**src/rtl/tw_cfg_pkg.sv**
```systemverilog
package tw_cfg_pkg;
  localparam int CP_DATA_W   = 18;
  localparam int CP_ADDR_W   = 4;
  localparam int CP_R_W      = 13;
  localparam int CP_LOOPS    = 3;
  localparam int CP_N_BASE   = 3;
  localparam int CP_R_BASE   = 6;
  localparam int CP_CFG_ADDR = 0;
  localparam int CP_GAIN_ADDR = 1;
  localparam int CP_AUTO_BIT = 2;
  localparam int CP_R_MAX    = 8189;
  localparam int CP_GAIN_W   = 2;

  // N field width shrinks by one bit per loop: 18, 17, 16
  function automatic int n_width(int idx);
    return CP_DATA_W - idx;
  endfunction

  function automatic int n_offset(int idx);
    int acc;
    acc = 0;
    for (int k = 0; k < idx; k++) acc += n_width(k);
    return acc;
  endfunction

  localparam int CP_NFLAT_W = n_offset(CP_LOOPS);
  localparam int CP_RFLAT_W = CP_LOOPS * CP_R_W;
  localparam int CP_GFLAT_W = CP_LOOPS * CP_GAIN_W;

  function automatic logic [CP_GAIN_W-1:0] gain_of_n(logic [CP_DATA_W-1:0] nval);
    if (nval < CP_DATA_W'(4096))       return 2'b00;
    else if (nval < CP_DATA_W'(16384)) return 2'b01;
    else if (nval < CP_DATA_W'(32768)) return 2'b10;
    else                               return 2'b11;
  endfunction

  function automatic logic [CP_R_W-1:0] r_floor(logic [CP_GAIN_W-1:0] g);
    case (g)
      2'b00:   return CP_R_W'(7);
      2'b01:   return CP_R_W'(8);
      2'b10:   return CP_R_W'(10);
      default: return CP_R_W'(14);
    endcase
  endfunction
endpackage

```
**src/rtl/tw_serial_rx.sv**
```systemverilog
module tw_serial_rx
  import tw_cfg_pkg::*;
#(
  parameter int DATA_W = CP_DATA_W,
  parameter int ADDR_W = CP_ADDR_W,
  parameter int SYNC_N = 2
) (
  input  logic              clk,
  input  logic              rst_n,
  input  logic              sclk,
  input  logic              sdata,
  input  logic              sen_n,
  output logic              wr_stb,
  output logic [ADDR_W-1:0] wr_addr,
  output logic [DATA_W-1:0] wr_data
);
  localparam int WORD_W = DATA_W + ADDR_W;
  localparam int CNT_W  = $clog2(WORD_W + 1);

  logic [SYNC_N-1:0] sclk_q, sdata_q, senn_q;
  logic              sclk_d, senn_d;
  logic              sclk_s, sdata_s, senn_s;
  logic              sclk_rise, sen_rise;
  logic [WORD_W-1:0] shreg;
  logic [CNT_W-1:0]  bit_cnt;
  logic              full_word;

  // pin synchronizers; enable resets to its idle (high) level
  always_ff @(posedge clk or negedge rst_n) begin
    if (!rst_n) begin
      sclk_q  <= '0;
      sdata_q <= '0;
      senn_q  <= '1;
      sclk_d  <= 1'b0;
      senn_d  <= 1'b1;
    end else begin
      sclk_q  <= {sclk_q[SYNC_N-2:0], sclk};
      sdata_q <= {sdata_q[SYNC_N-2:0], sdata};
      senn_q  <= {senn_q[SYNC_N-2:0], sen_n};
      sclk_d  <= sclk_s;
      senn_d  <= senn_s;
    end
  end

  assign sclk_s    = sclk_q[SYNC_N-1];
  assign sdata_s   = sdata_q[SYNC_N-1];
  assign senn_s    = senn_q[SYNC_N-1];
  assign sclk_rise = sclk_s & ~sclk_d & ~senn_s;
  assign sen_rise  = senn_s & ~senn_d;
  assign full_word = (bit_cnt == CNT_W'(WORD_W));

  always_ff @(posedge clk or negedge rst_n) begin
    if (!rst_n) begin
      shreg   <= '0;
      bit_cnt <= '0;
    end else begin
      if (sclk_rise) shreg <= {shreg[WORD_W-2:0], sdata_s};
      if (senn_s) bit_cnt <= '0;
      else if (sclk_rise && !full_word) bit_cnt <= bit_cnt + 1'b1;
    end
  end

  always_ff @(posedge clk or negedge rst_n) begin
    if (!rst_n) begin
      wr_stb  <= 1'b0;
      wr_addr <= '0;
      wr_data <= '0;
    end else begin
      wr_stb <= sen_rise && full_word;
      if (sen_rise && full_word) begin
        wr_addr <= shreg[ADDR_W-1:0];
        wr_data <= shreg[WORD_W-1:ADDR_W];
      end
    end
  end

  // strobe lasts one cycle
  a_r4_single_strobe: assert property (@(posedge clk) disable iff (!rst_n)
    wr_stb |=> !wr_stb);
  // a commit only follows a complete word
  a_r3_full_before_commit: assert property (@(posedge clk) disable iff (!rst_n)
    wr_stb |-> $past(bit_cnt) == CNT_W'(WORD_W));
  // count is cleared while the enable is high
  a_r11_count_cleared: assert property (@(posedge clk) disable iff (!rst_n)
    $past(senn_s) |-> bit_cnt == '0);
endmodule

```
**src/rtl/tw_reg_bank.sv**
```systemverilog
module tw_reg_bank
  import tw_cfg_pkg::*;
#(
  parameter int DATA_W = CP_DATA_W,
  parameter int ADDR_W = CP_ADDR_W,
  parameter int R_W    = CP_R_W,
  parameter int LOOPS  = CP_LOOPS
) (
  input  logic                     clk,
  input  logic                     rst_n,
  input  logic                     wr_stb,
  input  logic [ADDR_W-1:0]        wr_addr,
  input  logic [DATA_W-1:0]        wr_data,
  output logic [CP_NFLAT_W-1:0]    n_flat,
  output logic [LOOPS*R_W-1:0]     r_flat,
  output logic [LOOPS-1:0]         r_we,
  output logic [R_W-1:0]           r_wdata,
  output logic                     auto_gain,
  output logic [LOOPS*CP_GAIN_W-1:0] man_gain,
  output logic                     rf_band
);
  localparam int GW = LOOPS * CP_GAIN_W;

  logic sel_band1, sel_band2;

  assign r_wdata = wr_data[R_W-1:0];

  always_ff @(posedge clk or negedge rst_n) begin
    if (!rst_n) begin
      auto_gain <= 1'b0;
      man_gain  <= '0;
    end else if (wr_stb) begin
      if (wr_addr == ADDR_W'(CP_CFG_ADDR))  auto_gain <= wr_data[CP_AUTO_BIT];
      if (wr_addr == ADDR_W'(CP_GAIN_ADDR)) man_gain  <= wr_data[GW-1:0];
    end
  end

  for (genvar g = 0; g < LOOPS; g++) begin : g_loop
    localparam int NW  = n_width(g);
    localparam int OFF = n_offset(g);
    logic [NW-1:0]  n_r;
    logic [R_W-1:0] r_r;
    logic           n_hit;

    assign n_hit   = wr_stb && (wr_addr == ADDR_W'(CP_N_BASE + g));
    assign r_we[g] = wr_stb && (wr_addr == ADDR_W'(CP_R_BASE + g));

    always_ff @(posedge clk or negedge rst_n) begin
      if (!rst_n) begin
        n_r <= '0;
        r_r <= '0;
      end else begin
        if (n_hit)   n_r <= wr_data[NW-1:0];
        if (r_we[g]) r_r <= wr_data[R_W-1:0];
      end
    end

    assign n_flat[OFF +: NW]    = n_r;
    assign r_flat[g*R_W +: R_W] = r_r;
  end

  assign sel_band1 = wr_stb && (wr_addr == ADDR_W'(CP_N_BASE) ||
                                wr_addr == ADDR_W'(CP_R_BASE));
  assign sel_band2 = wr_stb && (wr_addr == ADDR_W'(CP_N_BASE + 1) ||
                                wr_addr == ADDR_W'(CP_R_BASE + 1));

  // most recent band-1 or band-2 divider write wins
  always_ff @(posedge clk or negedge rst_n) begin
    if (!rst_n)         rf_band <= 1'b0;
    else if (sel_band2) rf_band <= 1'b1;
    else if (sel_band1) rf_band <= 1'b0;
  end

  a_r6_band_follows_rf2: assert property (@(posedge clk) disable iff (!rst_n)
    sel_band2 |=> rf_band);
  a_r6_band_follows_rf1: assert property (@(posedge clk) disable iff (!rst_n)
    sel_band1 |=> !rf_band);
  a_r5_r_holds_without_write: assert property (@(posedge clk) disable iff (!rst_n)
    !wr_stb |=> $stable(r_flat) && $stable(n_flat));
  a_r5_single_target: assert property (@(posedge clk) disable iff (!rst_n)
    $onehot0(r_we));
endmodule

```
**src/rtl/tw_loop_gain_chk.sv**
```systemverilog
module tw_loop_gain_chk
  import tw_cfg_pkg::*;
#(
  parameter int N_W   = CP_DATA_W,
  parameter int R_W   = CP_R_W,
  parameter int R_MAX = CP_R_MAX
) (
  input  logic                 clk,
  input  logic                 rst_n,
  input  logic                 auto_gain,
  input  logic [CP_GAIN_W-1:0] man_gain,
  input  logic [N_W-1:0]       n_val,
  input  logic                 r_we,
  input  logic [R_W-1:0]       r_wdata,
  output logic [CP_GAIN_W-1:0] gain,
  output logic                 r_err
);
  logic [R_W-1:0] r_min;
  logic           r_bad;

  assign gain  = auto_gain ? gain_of_n(CP_DATA_W'(n_val)) : man_gain;
  assign r_min = r_floor(gain);
  assign r_bad = (r_wdata < r_min) || (r_wdata > R_W'(R_MAX));

  always_ff @(posedge clk or negedge rst_n) begin
    if (!rst_n)               r_err <= 1'b0;
    else if (r_we && r_bad)   r_err <= 1'b1;
  end

  a_r9_err_sticky: assert property (@(posedge clk) disable iff (!rst_n)
    r_err |=> r_err);
  a_r9_err_only_on_write: assert property (@(posedge clk) disable iff (!rst_n)
    $rose(r_err) |-> $past(r_we));
  a_r8_top_code: assert property (@(posedge clk) disable iff (!rst_n)
    (auto_gain && n_val >= N_W'(32768)) |-> gain == 2'b11);
  a_r7_manual_pass: assert property (@(posedge clk) disable iff (!rst_n)
    !auto_gain |-> gain == man_gain);
endmodule

```
**src/rtl/tw_cfg_port.sv**
```systemverilog
module tw_cfg_port
  import tw_cfg_pkg::*;
#(
  parameter int SYNC_N = 2
) (
  input  logic                 clk,
  input  logic                 rst_n,
  input  logic                 sclk,
  input  logic                 sdata,
  input  logic                 sen_n,
  output logic [17:0]          n_rf1,
  output logic [16:0]          n_rf2,
  output logic [15:0]          n_if,
  output logic [CP_R_W-1:0]    r_rf1,
  output logic [CP_R_W-1:0]    r_rf2,
  output logic [CP_R_W-1:0]    r_if,
  output logic                 rf_band,
  output logic [CP_GAIN_W-1:0] gain_rf1,
  output logic [CP_GAIN_W-1:0] gain_rf2,
  output logic [CP_GAIN_W-1:0] gain_if,
  output logic [CP_LOOPS-1:0]  r_err,
  output logic                 wr_stb,
  output logic [CP_ADDR_W-1:0] wr_addr
);
  logic [CP_DATA_W-1:0]  wr_data;
  logic [CP_NFLAT_W-1:0] n_flat;
  logic [CP_RFLAT_W-1:0] r_flat;
  logic [CP_LOOPS-1:0]   r_we;
  logic [CP_R_W-1:0]     r_wdata;
  logic                  auto_gain;
  logic [CP_GFLAT_W-1:0] man_gain;
  logic [CP_GFLAT_W-1:0] gain_flat;

  tw_serial_rx #(
    .DATA_W(CP_DATA_W), .ADDR_W(CP_ADDR_W), .SYNC_N(SYNC_N)
  ) u_rx (
    .clk(clk), .rst_n(rst_n), .sclk(sclk), .sdata(sdata), .sen_n(sen_n),
    .wr_stb(wr_stb), .wr_addr(wr_addr), .wr_data(wr_data)
  );

  tw_reg_bank #(
    .DATA_W(CP_DATA_W), .ADDR_W(CP_ADDR_W), .R_W(CP_R_W), .LOOPS(CP_LOOPS)
  ) u_bank (
    .clk(clk), .rst_n(rst_n), .wr_stb(wr_stb), .wr_addr(wr_addr),
    .wr_data(wr_data), .n_flat(n_flat), .r_flat(r_flat), .r_we(r_we),
    .r_wdata(r_wdata), .auto_gain(auto_gain), .man_gain(man_gain),
    .rf_band(rf_band)
  );

  for (genvar g = 0; g < CP_LOOPS; g++) begin : g_chk
    localparam int NW  = n_width(g);
    localparam int OFF = n_offset(g);
    tw_loop_gain_chk #(
      .N_W(NW), .R_W(CP_R_W), .R_MAX(CP_R_MAX)
    ) u_chk (
      .clk(clk), .rst_n(rst_n), .auto_gain(auto_gain),
      .man_gain(man_gain[g*CP_GAIN_W +: CP_GAIN_W]),
      .n_val(n_flat[OFF +: NW]), .r_we(r_we[g]), .r_wdata(r_wdata),
      .gain(gain_flat[g*CP_GAIN_W +: CP_GAIN_W]), .r_err(r_err[g])
    );
  end

  assign n_rf1    = n_flat[n_offset(0) +: n_width(0)];
  assign n_rf2    = n_flat[n_offset(1) +: n_width(1)];
  assign n_if     = n_flat[n_offset(2) +: n_width(2)];
  assign r_rf1    = r_flat[0*CP_R_W +: CP_R_W];
  assign r_rf2    = r_flat[1*CP_R_W +: CP_R_W];
  assign r_if     = r_flat[2*CP_R_W +: CP_R_W];
  assign gain_rf1 = gain_flat[1:0];
  assign gain_rf2 = gain_flat[3:2];
  assign gain_if  = gain_flat[5:4];

  a_r10_idle_no_strobe: assert property (@(posedge clk) disable iff (!rst_n)
    $rose(wr_stb) |-> $past(sen_n) || $past(sen_n, 2) || $past(sen_n, 3));
endmodule

```
**config.mk**
```make
export PLATFORM = sky130hd
export DESIGN_NAME = tw_cfg_port
export DESIGN_NICKNAME = d
export VERILOG_FILES = /design/src/rtl/tw_cfg_pkg.sv /design/src/rtl/tw_serial_rx.sv /design/src/rtl/tw_reg_bank.sv /design/src/rtl/tw_loop_gain_chk.sv /design/src/rtl/tw_cfg_port.sv
export SDC_FILE = /design/constraint.sdc
export NUM_CORES = 1
export LEC_CHECK = 0
export ABC_CLOCK_PERIOD_IN_PS = 2180
export BUFFER_PORTS_ARGS = -buffer_cell sky130_fd_sc_hd__buf_4
export CAP_MARGIN = 20
export CELL_PAD_IN_SITES_DETAIL_PLACEMENT = 0
export CELL_PAD_IN_SITES_GLOBAL_PLACEMENT = 1
export CORE_MARGIN = 2
export CORE_UTILIZATION = 47
export CTS_CLUSTER_DIAMETER = 50
export DETAILED_ROUTE_END_ITERATION = 10
export GPL_ROUTABILITY_DRIVEN = 0
export PLACE_DENSITY = 0.87
export SKIP_LAST_GASP = 1
export SYNTH_ARGS = -nofsm -noshare
export SYNTH_HDL_FRONTEND = slang
export SYNTH_HIERARCHICAL = 1
export SYNTH_SLANG_ARGS = --single-unit
```
**constraint.sdc**
```tcl
create_clock -name clk -period 2.18 [get_ports clk]
set_clock_uncertainty 0.05 [all_clocks]
set_input_delay 0.436 -clock clk [delete_from_list [all_inputs] [get_ports clk]]
set_output_delay 0.436 -clock clk [all_outputs]
set_load 0.1 [all_outputs]
```
### Yosys cells after proc, flatten, opt, wreduce, memory -nomap -nowiden

Cells that the tools add are included.

| storage, ports and cells | value |
|---|---|
| register bits after elaboration | 159 |
| input bits | 5 |
| logic and storage cells | 102 |
| output and inout bits | 105 |

| cells by class | value |
|---|---|
| mux-type cells | 19 |
| reduce and logical (&&, ||, !) cells | 27 |
| bitwise operators | 6 |
| add/sub/neg operators | 1 |
| order comparisons | 13 |
| equality and inequality tests | 14 |

Operator list:

| operator | number |
|---|---|
| $lt 13x4->1 | 3 |
| $pmux 4 s3 | 3 |
| $lt 18x13->1 const B | 1 |
| $lt 18x15->1 const B | 1 |
| $lt 18x16->1 const B | 1 |
| $mux 2 | 9 |
| $lt 17x13->1 const B | 1 |
| $lt 17x15->1 const B | 1 |
| $lt 17x16->1 const B | 1 |
| $eq 4x3->1 const B | 4 |
| $lt 16x13->1 const B | 1 |
| $lt 16x15->1 const B | 1 |
| $lt 16x16->1 const B | 1 |
| $gt 13x13->1 const B | 1 |
| $logic_and 1x1->1 | 13 |
| $mux 5 | 2 |
| $eq 2x1->1 const B | 3 |
| $eq 2x2->1 const B | 3 |
| $logic_not 2->1 | 3 |
| $add 5x1->5 const B | 1 |
| $eq 5x5->1 const B | 1 |
| $logic_or 1x1->1 | 5 |
| $mux 1 | 5 |
| $eq 4x1->1 const B | 1 |
| other kinds (8) | 14 |

### Logic depth before layout (Yosys ltp)

| logic depth | value |
|---|---|
| word-level depth | 10 |
| mapped depth | 9 |
| depth with buffers taken out | 9 |

### Modules after synthesis

The synthesis kept the hierarchy.

By module, submodules not included:

| module | seq. area each (um^2) | times used | area an instance (um^2) | cells each |
|---|---|---|---|---|
| tw_reg_bank | 2452.4 | 1 | 3905.0 | 232 |
| tw_serial_rx | 1455.1 | 1 | 2280.9 | 134 |
| tw_loop_gain_chk (g_chk[1].u_chk) | 25.0 | 1 | 217.7 | 30 |
| tw_loop_gain_chk (g_chk[0].u_chk) | 25.0 | 1 | 215.2 | 29 |
| tw_loop_gain_chk (g_chk[2].u_chk) | 25.0 | 1 | 215.2 | 30 |

### Least setup slack after synthesis

No wires, ideal clock.

| timing | value |
|---|---|
| kind | register to register |
| start point | register u_bank.g_loop[1].n_r[13] |
| end point | register g_chk[1].u_chk.r_err |
| required time | 2.052 ns |
| path slack | -1.688 ns |
| data arrival time | 3.740 ns |
| buffers on the path | 0 |
| period minus slack after synthesis | 3.868 ns |
| library setup time | 0.078 ns |
| stages on the path, launching flop included | 10 |
| cell sequence | dfrtp_1 > nor2_1 > nor2_1 > nor3_1 > a21oi_1 > ha_1 > ha_1 > a211oi_1 > o21ai_1 > a21oi_1 |

| on the way | value |
|---|---|
| cells in the longest elaborated chain, start to end | 10 |
| elaborated cells on any way between the ends | 14 |
| those cells by class | order compare (4); eq/ne (2); mux (5); reduce/logical (3) |

RTL lines:

| element | line | source |
|---|---|---|
| from (decl) | tw_reg_bank.sv:41 | `logic [NW-1:0] n_r;` |
| from (signal assigned) | tw_reg_bank.sv:53 | `if (n_hit) n_r <= wr_data[NW-1:0];` |
| $lt 17x16->1 | tw_cfg_pkg.sv:33 | `else if (nval < CP_DATA_W'(32768)) return 2'b10;` |
| $mux 1 | tw_cfg_pkg.sv:33 |  |
| $mux 2 | tw_cfg_pkg.sv:32 | `else if (nval < CP_DATA_W'(16384)) return 2'b01;` |
| $mux 2 * | tw_cfg_pkg.sv:31 | `if (nval < CP_DATA_W'(4096)) return 2'b00;` |
| $mux 2 * | tw_loop_gain_chk.sv:21 | `assign gain = auto_gain ? gain_of_n(CP_DATA_W'(n_val)) : man_gain;` |
| via gain_rf2[0] | tw_cfg_port.sv:19 | `output logic [CP_GAIN_W-1:0] gain_rf2,` |
| $eq 2x2->1 (tied with other cells) | tw_cfg_pkg.sv:38 | `case (g)` |
| $pmux 4 s3 * | tw_cfg_pkg.sv:38 |  |
| $lt 13x4->1 * | tw_loop_gain_chk.sv:23 | `assign r_bad = (r_wdata < r_min) \|\| (r_wdata > R_W'(R_MAX));` |
| $logic_or 1x1->1 * | tw_loop_gain_chk.sv:23 |  |
| $logic_and 1x1->1 * | tw_loop_gain_chk.sv:27 | `else if (r_we && r_bad) r_err <= 1'b1;` |
| to (signal assigned) | tw_loop_gain_chk.sv:26 | `if (!rst_n) r_err <= 1'b0;` |
| to (signal assigned) | tw_loop_gain_chk.sv:27 |  |
| to (decl) | tw_loop_gain_chk.sv:16 | `output logic r_err` |

Mark *: on every way through the listed nets, which the timed path passes. The rest lies on a longest branch.
A chain may end at the register's enable or synchronous reset.

### Final worst setup path

| timing | value |
|---|---|
| start point | register u_bank.g_loop[0].n_r[15] |
| end point | output gain_rf1[0] |

| on the way | value |
|---|---|
| cells in the longest elaborated chain, start to end | 5 |
| elaborated cells on any way between the ends | 7 |
| those cells by class | order compare (3); mux (4) |

RTL lines:

| element | line | source |
|---|---|---|
| from (decl) | tw_reg_bank.sv:41 |  |
| from (signal assigned) | tw_reg_bank.sv:53 |  |
| $lt 18x16->1 | tw_cfg_pkg.sv:33 |  |
| $mux 1 | tw_cfg_pkg.sv:33 |  |
| $mux 2 | tw_cfg_pkg.sv:32 |  |
| $mux 2 * | tw_cfg_pkg.sv:31 |  |
| $mux 2 * | tw_loop_gain_chk.sv:21 |  |
| to (decl) | tw_cfg_port.sv:18 | `output logic [CP_GAIN_W-1:0] gain_rf1,` |

Every way passes the cells marked *; elsewhere a longest branch is shown, timed or not.

==> metrics.md <==
| Metric | Value |
|---|---|
| Area of the multi-input gates | `0.002704 mm2` |
| Area growth from synthesis to layout | `27.81%` |
| Cells after synthesis | `455` |
| Router iterations before antenna repair | `4` |
| Top cells by area, synth | `dfrtp_1, mux2_2, mux2_4` |
| Critical Path Source | `u_bank/g_loop[0].n_r[15]$_DFFE_PN0P_` |
| Number of global-route vias before repair | `4524` |
| Switch share | `21.10%` |
| H-tree depth | `4` |
| Number of fill cells in the layout | `1087` |
| Synth Cell Area | `0.006834 mm2` |
| Total Wirelength | `15.48 mm` |
| Power Density | `704.6 mW/mm2` |
| Run status | `complete, but fails checks` |
| Combinational power share | `2.9%` |
| Initial Util | `47.56%` |
| Routed length per placed instance | `19.72 um` |
| Hold WC Path Type | `in2reg` |
| Crit start category | `flop` |
| Count leader, synth | `dfrtp_1` |
| # diodes | `0` |
| Register area | `0.004034 mm2` |
| Chip height | `124.6 um` |
| Peak VDD IR | `0.5389 mV` |
| Reg power frac | `50.3%` |
| Slowest CP cell | `dfrtp_4` |
| Layout cells sized above 1 | `56.41%` |
| Clk root buf | `clkbuf_16` |
| Initial DRC count | `188` |
| Antenna Nets Post-Route | `0` |
| P_leak | `0.004585 uW` |
| Synthesized-area fraction occupied by adder cells | `3.112%` |
| Post-Synth Simple-Gate Area | `6.737%` |
| Die area | `0.01552 mm2` |
| Worst path arrival time | `1.74 ns` |
| Yosys Warn Count | `6` |
| Critical Path Fanout Max | `4` |
| Drt drc | `0` |
| CP required | `1.69 ns` |
| Clock power share | `46.8%` |
| Crit. End Element | `output pin` |
| Vias per cell | `5.355` |
| Tmin final | `2.230 ns` |
| R2r endpoint | `g_chk[0].u_chk/r_err$_DFFE_PN0P_` |
| Final Non-Filler Cells | `785` |
| Final slew viol count | `0` |
| Final hold vios | `0` |
| Max_cap viols | `0` |
| Place WS | `0.06404 ns` |
| Synth area leader | `dfrtp_1` |
| Initial antenna violation count | `0` |
| GRT overflow | `0` |
| Mux contribution to synthesized area | `25.61%` |
| Ys flop type | `dfrtp_1` |
| CP Buf/Inv Count | `2` |
| Post-DP HPWL | `10.62 mm` |
| Worst r2r path cells | `11` |
| Capture point of the worst path | `gain_rf1[0]` |
| Worst slew margin | `53.60%` |
| Critical path class | `reg2out` |
| Total power | `6154 uW` |
| EDFF count, synth | `0` |
| Clock latency on the worst-skew pair | `0.42 ns` |
| Worst path cell trace | `nor3_4, o211ai_1, o21ai_1, bufinv_8, buf_12` |
| R2R Path Start | `u_bank/g_loop[0].n_r[15]$_DFFE_PN0P_` |
| RSZ-0062 raised after global routing | `true` |
| First-pass GRT wire length | `25.03 mm` |
| Port Buf Inserts | `109` |
| Reg clk slew, reported paths | `0.06 ns` |
| Largest delay contributor family on the critical path | `flip-flops` |
| Post-synthesis register bit count | `159` |
| CTS sink count | `159` |
| Net Switching | `1299 uW` |
| Post-Syn Nets | `477` |
| Row count | `44` |
| Final Cycle Share | `102.3%` |
| Max Fclk | `448.4 MHz` |
| Largest family of logic cells by synthesized area | `multiplexers` |
| Largest net degree at the start of global routing | `62` |
| # placed instances | `745` |
| Post-Synthesis Mean Instance Area | `15.02 um2` |
| Pint | `4856 uW` |
| Max Buffers Root-to-Sink | `2` |
| I/O Pins | `110` |
| Synth cell types | `39` |
| Synth Area in Compound Gates | `2.343%` |
| Worst setup slack after layout | `-0.05000 ns` |
| CTS buffer count | `17` |
| Commonest cells in the synthesized netlist | `dfrtp_1, mux2_2, mux2_4, nor2_1, mux2_1` |
| WP depth | `5` |
| Layout net count | `610` |
| Register area share after synthesis | `58.28%` |
| Synth async-reset ratio | `100.0%` |
| Endpoints failing setup | `2` |
| Die X | `124.6 um` |
| CORE AREA | `0.01437 mm2` |
| FF-to-FF setup slack | `0 ns` |
| CP max stage delay | `0.51 ns` |
| Gr usage total | `20.70%` |
| Failing checks | `negative setup slack` |
| DR vias | `4204` |
| CTS tree | `yes` |
| Number of cells on the worst hold path | `1` |
| Xor/xnor cell area share of the yosys netlist | `0%` |
| Synth top area share | `57.12%` |
| Worst-Margin Slew | `0.6959 ns` |
==> what timing repair did <==
item / CTS / global route
buffers inserted: 6 / 1
hold endpoints to repair: 54 / 0
endpoints found under the setup margin: 6 / 7
pin swaps: 1 / 11
resized for setup: 5 / 11
hold buffers: 1 / 0
==> worst min-delay path by stage <==
stage,startpoint,end,slack [ns]
after floorplan,rst_n,g_chk[0].u_chk/r_err$_DFFE_PN0P_,0.09
after global placement,u_rx/sdata_q[0]$_DFF_PN0_,u_rx/sdata_q[1]$_DFF_PN0_,0.28
after detailed placement,u_rx/sdata_q[0]$_DFF_PN0_,u_rx/sdata_q[1]$_DFF_PN0_,0.29
after CTS,sclk,u_rx/sclk_q[0]$_DFF_PN0_,0.05
after global routing,sclk,u_rx/sclk_q[0]$_DFF_PN0_,0.05
final,sclk,u_rx/sclk_q[0]$_DFF_PN0_,0.07
==> state kept, by name, summed over array words and instances, names as in the netlist, 3 cells and up <==
signal,flops
u_bank/man_gain,6
u_rx/shreg,22
u_rx/wr_data,18
u_rx/wr_addr,4
u_bank/g_loop.n_r,51
u_bank/g_loop.r_r,39
g_chk.u_chk/r_err,3
u_rx/bit_cnt,5
==> worst register-to-register path, delay by kind of cell (launching register included) <==
family / cells / cell delay (ns)
AO/OA/AOI/OAI: 5 / 0.60
flip-flops: 1 / 0.51
adder cells (fa/ha/maj): 2 / 0.42
buffers and inverters: 3 / 0.35
AND/OR/NAND/NOR: 1 / 0.18
==> power by group through the flow <==
stage	sequential, uW	combinational, uW	clock, uW
global placement	3140	171	0
floorplan	3130	88.3	0
global route	3100	200	3070
detailed placement	3150	180	0
CTS	3090	182	2920
finish	3100	176	2880
==> metal layers <==
metal / routed length [um] / vias to the layer above / track usage (%)
li1: - / 1894 / -
met1: 6732 / 2185 / 26.86
met2: 7669 / 104 / 33.59
met3: 791 / 21 / 5.584
met4: 290 / 0 / 7.535
met5: 0 / - / 0
==> through the flow <==
stage | TNS [ns] | utilization [%] | hold slack [ns] | instance area [um2]
3_5_place_dp | 0 | 55.83 | 0.2903 | 8023
5_1_grt | -0.2695 | 60.79 | 0.05426 | 8735
4_1_cts | -0.01894 | 60.36 | 0.05326 | 8673
2_1_floorplan | -0.5805 | - | 0.09041 | 6978
3_3_place_gp | 0 | 55.83 | 0.2846 | 8023
6_report | -0.05210 | 60.79 | 0.07312 | 8735
==> cells in the final DEF, fill, tap and decap left out, drive strengths merged, types with 4 or more instances in the layout <==
cell and instances:
inv 7, buf 140, clkbuf 21, a21o 5, o21ai 7, ha 17, nor2 24, nand2b 6
nor4 4, clkinv 5, mux2 144, nor3b 4, nor3 7, nand4 11, clkinvlp 4, or4 6
a21oi 6, dfrtp 156
==> layout make-up <==
| class | count | area share (%) |
|---|---|---|
| repair buffers | 141 | 13.14 |
| well taps | 184 | 2.636 |
| inverters | 8 | 0.5014 |
| flip-flops and latches | 159 | 46.18 |
| clock inverters | 11 | 1.318 |
| multi-input cells | 261 | 30.96 |
| clock buffers | 21 | 5.271 |
==> cells by family (layout without fill, tap and decap cells) <==
kind of cell	count (synthesis)	count (layout)
buffers and inverters	35	181
and+or+nand+nor	73	73
muxes	146	146
adders and majority gates	17	17
AOI/OAI and AO/OA	25	25
DFF	159	159
(Power assumes the default switching activity.)
